File: src/rtl/cfgx_pkg.sv
`timescale 1ns/1ps
package cfgx_pkg;
   localparam int DATA_W = 32;
   localparam int NBYTES = DATA_W / 8;
   localparam int LANE_W = $clog2(NBYTES);

   typedef enum logic [1:0] {
      ST_IDLE = 2'd0,
      ST_RD   = 2'd1,
      ST_WR   = 2'd2,
      ST_RSP  = 2'd3
   } cfgx_state_t;

   typedef struct packed {
      logic              wr;
      logic [LANE_W-1:0] lane;
      logic [2:0]        size;
      logic [DATA_W-1:0] wdata;
   } cfgx_req_t;
endpackage

File: src/rtl/cfgx_decode.sv
`timescale 1ns/1ps
module cfgx_decode #(
   parameter int          BUS_W         = 8,
   parameter int          DEV_W         = 5,
   parameter int          FUNC_W        = 3,
   parameter int          OFF_W         = 8,
   parameter int          SLOT_MAX      = 16,
   parameter bit          CARDBUS_CHECK = 1'b1,
   parameter logic [31:0] CFG_BASE      = 32'h0C00_0000,
   parameter logic [31:0] WIN_MASK      = 32'hFC00_0000,
   parameter logic [31:0] T0_CODE       = 32'h0000_0002,
   parameter logic [31:0] T1_CODE       = 32'h0000_0003
) (
   input  logic [BUS_W-1:0]  bus,
   input  logic [DEV_W-1:0]  dev,
   input  logic [FUNC_W-1:0] func,
   input  logic [OFF_W-1:0]  off,
   input  logic [2:0]        size,
   input  logic              cardbus,
   output logic [31:0]       addr,
   output logic [31:0]       win,
   output logic              ok
);
   localparam int SEL_LO = 16;
   localparam int SEL_HI = SEL_LO + SLOT_MAX;

   initial begin
      if (SEL_HI > 32) $fatal(1, "SLOT_MAX too large for a 32-bit select");
      if ((1 << DEV_W) < SLOT_MAX) $fatal(1, "DEV_W too narrow for SLOT_MAX");
      if (16 + BUS_W > 32) $fatal(1, "BUS_W overflows the type 1 address");
      if (FUNC_W > 3 || OFF_W != 8) $fatal(1, "function or offset width unsupported");
   end

   logic [31:0] onehot;
   logic [31:0] off_word;
   logic [31:0] fn_bits;
   logic        is_t0;
   logic        dev_fits;
   logic        size_ok;
   logic        cb_ok;

   for (genvar b = 0; b < 32; b++) begin : g_sel
      if (b >= SEL_LO && b < SEL_HI) begin : g_on
         assign onehot[b] = (dev == DEV_W'(b - SEL_LO));
      end else begin : g_off
         assign onehot[b] = 1'b0;
      end
   end

   if (CARDBUS_CHECK) begin : g_cb
      assign cb_ok = !cardbus || (dev == '0);
   end else begin : g_nocb
      assign cb_ok = 1'b1;
   end

   assign off_word = 32'({off[OFF_W-1:2], 2'b00});
   assign fn_bits  = 32'(func) << 8;
   assign is_t0    = (bus == '0);
   assign dev_fits = (32'(dev) < 32'(SLOT_MAX));
   assign size_ok  = (size == 3'd1) || (size == 3'd2) || (size == 3'd4);
   assign ok       = size_ok && cb_ok && (!is_t0 || dev_fits);

   always_comb begin
      if (is_t0) begin
         addr = CFG_BASE | (onehot & ~WIN_MASK) | fn_bits | off_word;
         win  = T0_CODE | (onehot & WIN_MASK);
      end else begin
         addr = CFG_BASE | (32'(bus) << 16) | (32'(dev) << 11) | fn_bits | off_word;
         win  = T1_CODE;
      end
   end
endmodule

File: src/rtl/cfgx_lanes.sv
`timescale 1ns/1ps
module cfgx_lanes
   import cfgx_pkg::*;
(
   input  logic [DATA_W-1:0] word,
   input  logic [DATA_W-1:0] wdata,
   input  logic [LANE_W-1:0] lane,
   input  logic [2:0]        size,
   output logic [DATA_W-1:0] rd_al,
   output logic [DATA_W-1:0] merged
);
   logic [LANE_W+2:0] shamt;
   logic [DATA_W-1:0] rsh;
   logic [DATA_W-1:0] wsh;
   logic [NBYTES-1:0] hit;

   assign shamt = {lane, 3'b000};
   assign rsh   = word >> shamt;
   assign wsh   = wdata << shamt;

   always_comb begin
      case (size)
         3'd1:    rd_al = {{(DATA_W-8){1'b0}},  rsh[7:0]};
         3'd2:    rd_al = {{(DATA_W-16){1'b0}}, rsh[15:0]};
         default: rd_al = rsh;
      endcase
   end

   for (genvar b = 0; b < NBYTES; b++) begin : g_lane
      assign hit[b] = (b >= int'(lane)) && (b < int'(lane) + int'(size));
      assign merged[8*b +: 8] = hit[b] ? wsh[8*b +: 8] : word[8*b +: 8];
   end
endmodule

File: src/rtl/cfgaddr_xlate.sv
`timescale 1ns/1ps
module cfgaddr_xlate
   import cfgx_pkg::*;
#(
   parameter int          BUS_W         = 8,
   parameter int          DEV_W         = 5,
   parameter int          FUNC_W        = 3,
   parameter int          OFF_W         = 8,
   parameter int          SLOT_MAX      = 16,
   parameter bit          CARDBUS_CHECK = 1'b1,
   parameter logic [31:0] CFG_BASE      = 32'h0C00_0000,
   parameter logic [31:0] WIN_MASK      = 32'hFC00_0000,
   parameter logic [31:0] T0_CODE       = 32'h0000_0002,
   parameter logic [31:0] T1_CODE       = 32'h0000_0003
) (
   input  logic              clk,
   input  logic              rst_n,
   input  logic              cardbus_mode,
   input  logic              req_valid,
   input  logic              req_write,
   input  logic [BUS_W-1:0]  req_bus,
   input  logic [DEV_W-1:0]  req_dev,
   input  logic [FUNC_W-1:0] req_func,
   input  logic [OFF_W-1:0]  req_off,
   input  logic [2:0]        req_size,
   input  logic [31:0]       req_wdata,
   output logic              busy,
   output logic              rsp_valid,
   output logic              rsp_err,
   output logic [31:0]       rsp_rdata,
   output logic [31:0]       win_val,
   output logic              mem_req,
   output logic              mem_we,
   output logic [31:0]       mem_addr,
   output logic [31:0]       mem_wdata,
   input  logic              mem_ack,
   input  logic              mem_err,
   input  logic [31:0]       mem_rdata
);
   cfgx_state_t state_q;
   cfgx_req_t   req_q;
   logic [31:0] addr_q;
   logic [31:0] win_q;
   logic [31:0] wbuf_q;
   logic [31:0] rdata_q;
   logic        err_q;

   logic [31:0] dec_addr;
   logic [31:0] dec_win;
   logic        dec_ok;
   logic [31:0] lane_rd;
   logic [31:0] lane_mrg;
   logic        full_wr;

   cfgx_decode #(
      .BUS_W(BUS_W), .DEV_W(DEV_W), .FUNC_W(FUNC_W), .OFF_W(OFF_W),
      .SLOT_MAX(SLOT_MAX), .CARDBUS_CHECK(CARDBUS_CHECK),
      .CFG_BASE(CFG_BASE), .WIN_MASK(WIN_MASK),
      .T0_CODE(T0_CODE), .T1_CODE(T1_CODE)
   ) u_dec (
      .bus(req_bus), .dev(req_dev), .func(req_func), .off(req_off),
      .size(req_size), .cardbus(cardbus_mode),
      .addr(dec_addr), .win(dec_win), .ok(dec_ok)
   );

   cfgx_lanes u_lanes (
      .word(mem_rdata), .wdata(req_q.wdata), .lane(req_q.lane),
      .size(req_q.size), .rd_al(lane_rd), .merged(lane_mrg)
   );

   assign full_wr = req_write && (req_size == 3'd4);

   always_ff @(posedge clk or negedge rst_n) begin
      if (!rst_n) begin
         state_q <= ST_IDLE;
         req_q   <= '0;
         addr_q  <= '0;
         win_q   <= '0;
         wbuf_q  <= '0;
         rdata_q <= '0;
         err_q   <= 1'b0;
      end else begin
         case (state_q)
            ST_IDLE: begin
               if (req_valid) begin
                  req_q.wr    <= req_write;
                  req_q.lane  <= req_off[LANE_W-1:0];
                  req_q.size  <= req_size;
                  req_q.wdata <= req_wdata;
                  if (dec_ok) begin
                     addr_q  <= dec_addr;
                     win_q   <= dec_win;
                     wbuf_q  <= req_wdata;
                     state_q <= full_wr ? ST_WR : ST_RD;
                  end else begin
                     err_q   <= 1'b1;
                     rdata_q <= '1;
                     state_q <= ST_RSP;
                  end
               end
            end
            ST_RD: begin
               if (mem_ack) begin
                  if (mem_err) begin
                     err_q   <= 1'b1;
                     rdata_q <= '1;
                     state_q <= ST_RSP;
                  end else if (req_q.wr) begin
                     wbuf_q  <= lane_mrg;
                     state_q <= ST_WR;
                  end else begin
                     err_q   <= 1'b0;
                     rdata_q <= lane_rd;
                     state_q <= ST_RSP;
                  end
               end
            end
            ST_WR: begin
               if (mem_ack) begin
                  err_q   <= mem_err;
                  rdata_q <= mem_err ? '1 : '0;
                  state_q <= ST_RSP;
               end
            end
            default: state_q <= ST_IDLE;
         endcase
      end
   end

   assign busy      = (state_q != ST_IDLE);
   assign rsp_valid = (state_q == ST_RSP);
   assign rsp_err   = err_q;
   assign rsp_rdata = rdata_q;
   assign win_val   = win_q;
   assign mem_req   = (state_q == ST_RD) || (state_q == ST_WR);
   assign mem_we    = (state_q == ST_WR);
   assign mem_addr  = addr_q;
   assign mem_wdata = wbuf_q;
endmodule

File: config.mk
export PLATFORM = sky130hd
export DESIGN_NAME = cfgaddr_xlate
export DESIGN_NICKNAME = d
export VERILOG_FILES = /design/src/rtl/cfgx_pkg.sv /design/src/rtl/cfgx_decode.sv /design/src/rtl/cfgx_lanes.sv /design/src/rtl/cfgaddr_xlate.sv
export SDC_FILE = /design/constraint.sdc
export NUM_CORES = 1
export LEC_CHECK = 0
export ABC_CLOCK_PERIOD_IN_PS = 5100
export BUFFER_PORTS_ARGS = -buffer_cell sky130_fd_sc_hd__buf_2
export CAP_MARGIN = 15
export CORE_UTILIZATION = 55
export CTS_BUF_LIST = sky130_fd_sc_hd__clkbuf_16
export CTS_CLUSTER_DIAMETER = 60
export DETAILED_ROUTE_END_ITERATION = 6
export PLACE_DENSITY = 0.88
export SLEW_MARGIN = 5
export SYNTH_ARGS = -nofsm -noshare
export SYNTH_HDL_FRONTEND = slang
export SYNTH_HIERARCHICAL = 1
export SYNTH_SLANG_ARGS = --single-unit
File: constraint.sdc
create_clock -name clk -period 5.1 [get_ports clk]
set_clock_uncertainty 0.15 [all_clocks]
set_input_delay 0.765 -clock clk [delete_from_list [all_inputs] [get_ports clk]]
set_output_delay 0.765 -clock clk [all_outputs]
set_load 0.005 [all_outputs]
# After elaboration in Yosys (flattened, before gate mapping)
# Cells that the tools add are included.
[totals]
ff_bits = 169
in_bits = 98
output_inout_bits = 133
[classes]
addsub = 1
n_lt_le_gt_ge = 8
n_eq_ne = 31
shift = 2
n_mux = 36
bitwise_logic = 5
n_reduce_logical = 24
[ops]
columns = ["cell", "count"]
rows = [
  ["$mux W32", 14],
  ["$pmux W32 S2", 2],
  ["$pmux W32 S3", 1],
  ["$lt A3 B32 Y1 const A", 2],
  ["$or A32 B8 Y32", 2],
  ["$eq A5 B4 Y1 const B", 8],
  ["$lt A1 B32 Y1 const A", 1],
  ["$lt A2 B32 Y1 const A", 1],
  ["$mux W8", 4],
  ["$or A32 B11 Y32", 1],
  ["$shl A32 B5 Y32", 1],
  ["$shr A32 B5 Y32", 1],
  ["$or A28 B11 Y28", 1],
  ["$or A28 B16 Y28", 1],
  ["$eq A5 B3 Y1 const B", 4],
  ["$ne A2 B2 Y1 const B", 6],
  ["$reduce_and A6 Y1", 2],
  ["$eq A5 B2 Y1 const B", 2],
  ["$mux W2", 5],
  ["$logic_not A8 Y1", 1],
  ["$mux W1", 8],
  ["$eq A3 B1 Y1 const B", 2],
  ["$eq A3 B2 Y1 const B", 2],
  ["$logic_and A1 B1 Y1", 6],
  ["20 further kinds", 29],
]

# Longest topological paths before layout
[depth]
word_depth = 8
mapped_depth = 9
mapped_depth_nobuf = 8

# Hierarchy
# Netlist, hierarchy kept.
[by_module_without_submodules]
columns = ["module", "n_inst", "cells_each", "area_per_inst_um2"]
rows = [
  ["cfgaddr_xlate", 1, 529, 7199.4],
  ["cfgx_lanes", 1, 214, 1508.9],
  ["cfgx_decode", 1, 83, 594.3],
]

# Worst setup path before layout
# No wires, ideal clock.
[synth_timing]
kind = "input to register"
start = "input port req_dev[4]"
end = "register addr_q[0], in the netlist mem_addr[0]"
setup_ns = 0.125
arrival_ns = 2.640
t_required_ns = 4.825
setup_slack_ns = 2.185
path_stages = 7
path_buffers = 2
path_cell_list = "or3_4 > o31a_1 > a311oi_1 > nand3_1 > buf_2 > buf_2 > mux2_2"
[synth_via]
elab_chain_cells = 5
[synth_lines]
columns = ["element", "line", "text"]
rows = [
  ["from (decl)", "cfgaddr_xlate.sv:22", "input logic [DEV_W-1:0] req_dev,"],
  ["parallel branches: the longest is 3 deep, another holds $lt A5 B5 Y1", "-", ""],
  ["$logic_and A1 B1 Y1 (*)", "cfgx_decode.sv:61", "assign ok = size_ok && cb_ok && (!is_t0 || dev_fits);"],
  ["named net dec_ok", "cfgaddr_xlate.sv:50", "logic dec_ok;"],
  ["$reduce_and A3 Y1 (no line) (*)", "-", ""],
  ["to (signal assigned)", "cfgaddr_xlate.sv:91", "addr_q <= dec_addr;"],
  ["to (decl)", "cfgaddr_xlate.sv:42", "logic [31:0] addr_q;"],
]
# Mark *: on every way through the listed nets, which the timed path passes.
# A chain may end at the register's enable or synchronous reset.

# Worst setup path in the final report
[layout_timing]
start = "register, netlist name req_q[32]"
end = "register wbuf_q[7], in the netlist mem_wdata[7]"
[layout_via]
elab_chain_cells = 8
[layout_lines]
columns = ["element", "line", "text"]
rows = [
  ["$add A2 B3 Y4", "cfgx_lanes.sv:30", "assign hit[b] = (b >= int'(lane)) && (b < int'(lane) + int'(size));"],
  ["$lt A1 B32 Y1", "cfgx_lanes.sv:30", ""],
  ["$logic_and A1 B1 Y1", "cfgx_lanes.sv:30", ""],
  ["$mux W8", "cfgx_lanes.sv:31", "assign merged[8*b +: 8] = hit[b] ? wsh[8*b +: 8] : word[8*b +: 8];"],
  ["named net lane_mrg[7]", "cfgaddr_xlate.sv:52", "logic [31:0] lane_mrg;"],
  ["$mux W32", "cfgaddr_xlate.sv:108", "end else if (req_q.wr) begin"],
  ["$mux W32", "cfgaddr_xlate.sv:104", "if (mem_err) begin"],
  ["$mux W32", "cfgaddr_xlate.sv:103", "if (mem_ack) begin"],
  ["$pmux W32 S2", "cfgaddr_xlate.sv:83", "case (state_q)"],
  ["to (signal assigned)", "cfgaddr_xlate.sv:93", "wbuf_q <= req_wdata;"],
  ["to (signal assigned)", "cfgaddr_xlate.sv:109", "wbuf_q <= lane_mrg;"],
  ["to (decl)", "cfgaddr_xlate.sv:44", "logic [31:0] wbuf_q;"],
]
# The timed path passes the listed nets, and every way through them passes these cells. The select of a mux whose other input is x is not followed.

==> results.toml <==
[placed_design]
dpl_cell_area_mm2 = 0.0103
numPortBuffers = 230
place_hpwl_mm = 16.5
gp_congestion = 0.958

[logic_synthesis]
synth_edf_count = 0
synth_top_cell_area_share_pct = 45.5
synth-seq-cells = 169
async_flop_share_pct = 100
syn_inst = 826
synth_area_mm2 = 0.00930
seq_area_frac_synth_pct = 45.5
synthDistinctLibCells = 51
syn_area_per_cell_um2 = 11.3
yosys.area.top_type = "dfrtp_1"
synth_warnings = 6
ys.flop_type = "dfrtp_1"
synth_area_leaders = "dfrtp_1, mux2_2, mux2i_1"

[clocking]
cts_buffer_depth = 2
cts-hold-fix-buffers = 0
cts.clk_slew.worst_paths_ps = 70
cts_setup_buffers = 0
clock-sinks = 169
cts.root.buffer_cell = "clkbuf_16"
cts_buffers = 17
clkLatencyLatePin_ps = 430
htreeDepth = 4
cts_tree = "done"
cts_resized = 0

[power_and_ir_drop]
power_density_mw_per_mm2 = 710
leakage_nw = 5.15
p_total_mw = 7.76
ir_drop_uv = 418

[layout]
area_growth_pct = 17.4
nFillCells = 1264
final_nets = 1128
drive_gt1_share_pct = 43.1
final_area_mm2 = 0.0109

[sta]
fin_crit_sh_pct = 64.5
tns_ps = 0
tightestPinTransition_ps = 852
slew_viol_final = 0
setup_violations = 0
fmax_ghz = 0.304
hold_violations = 0
relSlewSlack_pct = 43.1
holdWs_ps = 262
min_period_ps = 3290
grt_setup_unrepaired = "no"

[grt]
grt_pass1_wl_mm = 37.3
grt_pass1_vias = 7004
track_usage_pct = 27.5
grt-ovfl-total = 0
antenna_found_initial = 3
grt_max_degree = 94

[setup_path]
reg2reg_slack_ps = 1810
arrival_ps = 3420
r2r-start = "req_q[32]"
critPathLaunchType = "flip-flop"
critPathLaunch = "req_q[32]"
end_kind = "flip-flop"
cp_max_fo = 8
worstSetupPathType = "reg2reg"
cp.required_ps = 5230

[floorplanning]
start_util_pct = 56.3
placeableCoreArea_mm2 = 0.0165
pin_count = 231
die_x_um = 132
rows = 47
die_area_mm2 = 0.0174
die_h_um = 132

[routing]
drt-pass1-iter-count = 7
vias_per_cell = 5.63
drtIter0Drc = 541
routedWlPerCell_um = 18.4
ant_nets = 0
vias = 7086
routed_wl_mm = 23.1
post-route-drc-count = 4

[outcome]
violations = "design-rule violations"
status = "finished, violations left"

[run]
cap_viol_max_count = 0

[hold_path]
hp-class = "in2async"
==> synth_stat cells, types with 2 or more instances <==
cell	count
a211oi_1	18
a21oi_1	66
and2_1	13
buf_1	2
buf_12	3
buf_2	24
buf_4	43
buf_6	4
clkbuf_1	17
conb_1	2
dfrtp_1	169
ha_1	6
inv_1	4
mux2_2	121
mux2_4	38
mux2i_1	64
nand2_1	45
nand2b_1	3
nand3_1	3
nand3b_1	3
nand4b_1	2
nor2_1	78
nor2b_1	17
nor4_1	2
nor4_4	2
o21ai_0	43
o21bai_1	9
o22ai_2	2
==> routing by layer <==
layer / vias up / global-route usage [%] / wire, µm
met5: - / 0 / 0
met4: 0 / 13.0 / 841
met3: 63 / 7.46 / 1820
met2: 317 / 42.9 / 10900
met1: 3466 / 35.8 / 9580
li1: 3240 / - / -
==> cells by family after synthesis <==
family	Yosys count	synth area share (%)
mux	223	27.7
xor+xnor	2	0.188
compound gates	148	9.48
other cells	2	0.0807
simple gates	177	9.24
fa+ha+maj	7	1.02
flops	169	45.5
buf+inv	98	6.86
==> where the power goes <==
group / total, mW / switching [mW] / internal [mW]
sequential: 2.41 / 0.404 / 2.00
combinational: 4.05 / 2.01 / 2.03
clock: 1.31 / 0.576 / 0.732
==> flip-flops by register name, indices dropped and copies added, names as in the netlist <==
signal / flops
mem_addr: 32
mem_wdata: 32
req_q: 38
rsp_err: 1
rsp_rdata: 32
state_q: 2
win_val: 32
==> area by class of cell <==
class	count	area, µm²	share of cell area (%)
well taps	220	275	2.52
multi-input cells	590	4570	41.8
diodes	3	7.51	0.0687
repair buffers	240	1230	11.3
inverters	5	18.8	0.172
clock inverters	15	161	1.48
clock buffers	17	425	3.89
flip-flops and latches	169	4230	38.7
==> per-stage QoR <==
step / utilization (%) / cells / setup WS (ps)
2_1_floorplan: - / 857 / 2190
4_1_cts: 66.1 / 1256 / 1850
6_report: 66.1 / 1259 / 1810
5_1_grt: 66.1 / 1257 / 1710
3_5_place_dp: 62.5 / 1224 / 1400
3_3_place_gp: 62.5 / 1224 / 1480
==> critical path: stages (launching register included) <==
cell	delay, ps
dfrtp_1	420
ha_1	270
fa_1	480
a21bo_4	250
nor4_1	60
or4_1	770
mux2_4	400
mux2i_1	220
a21oi_1	110
==> worst paths after layout <==
kind                           endpoint  cells past startpoint
min                         win_val[23]                      1
max                        mem_wdata[7]                      8
max in group asynchronous  mem_addr[17]                      2
min reg2reg                mem_addr[11]                      1
min in group clk           mem_addr[11]                      1
max reg2reg                mem_wdata[7]                      8
==> cells in the final DEF, fill, tap and decap left out, drive strengths merged, types with 2 or more instances in the layout <==
cell type  instances
clkinv             3
o21bai             9
a21oi             66
o21ai             44
nor4               4
nand4b             2
clkbuf            17
conb              33
diode              3
dfrtp            169
mux2             159
nand2b             4
and2              13
mux2i             64
clkinvlp           2
a211oi            19
nand2             45
nor2b             17
o22ai              2
ha                 6
nor2              78
bufinv             2
nand3b             4
buf              240
inv               13
nand3              3
or3                2
Note: power is estimated with default switching activity, not from simulation.
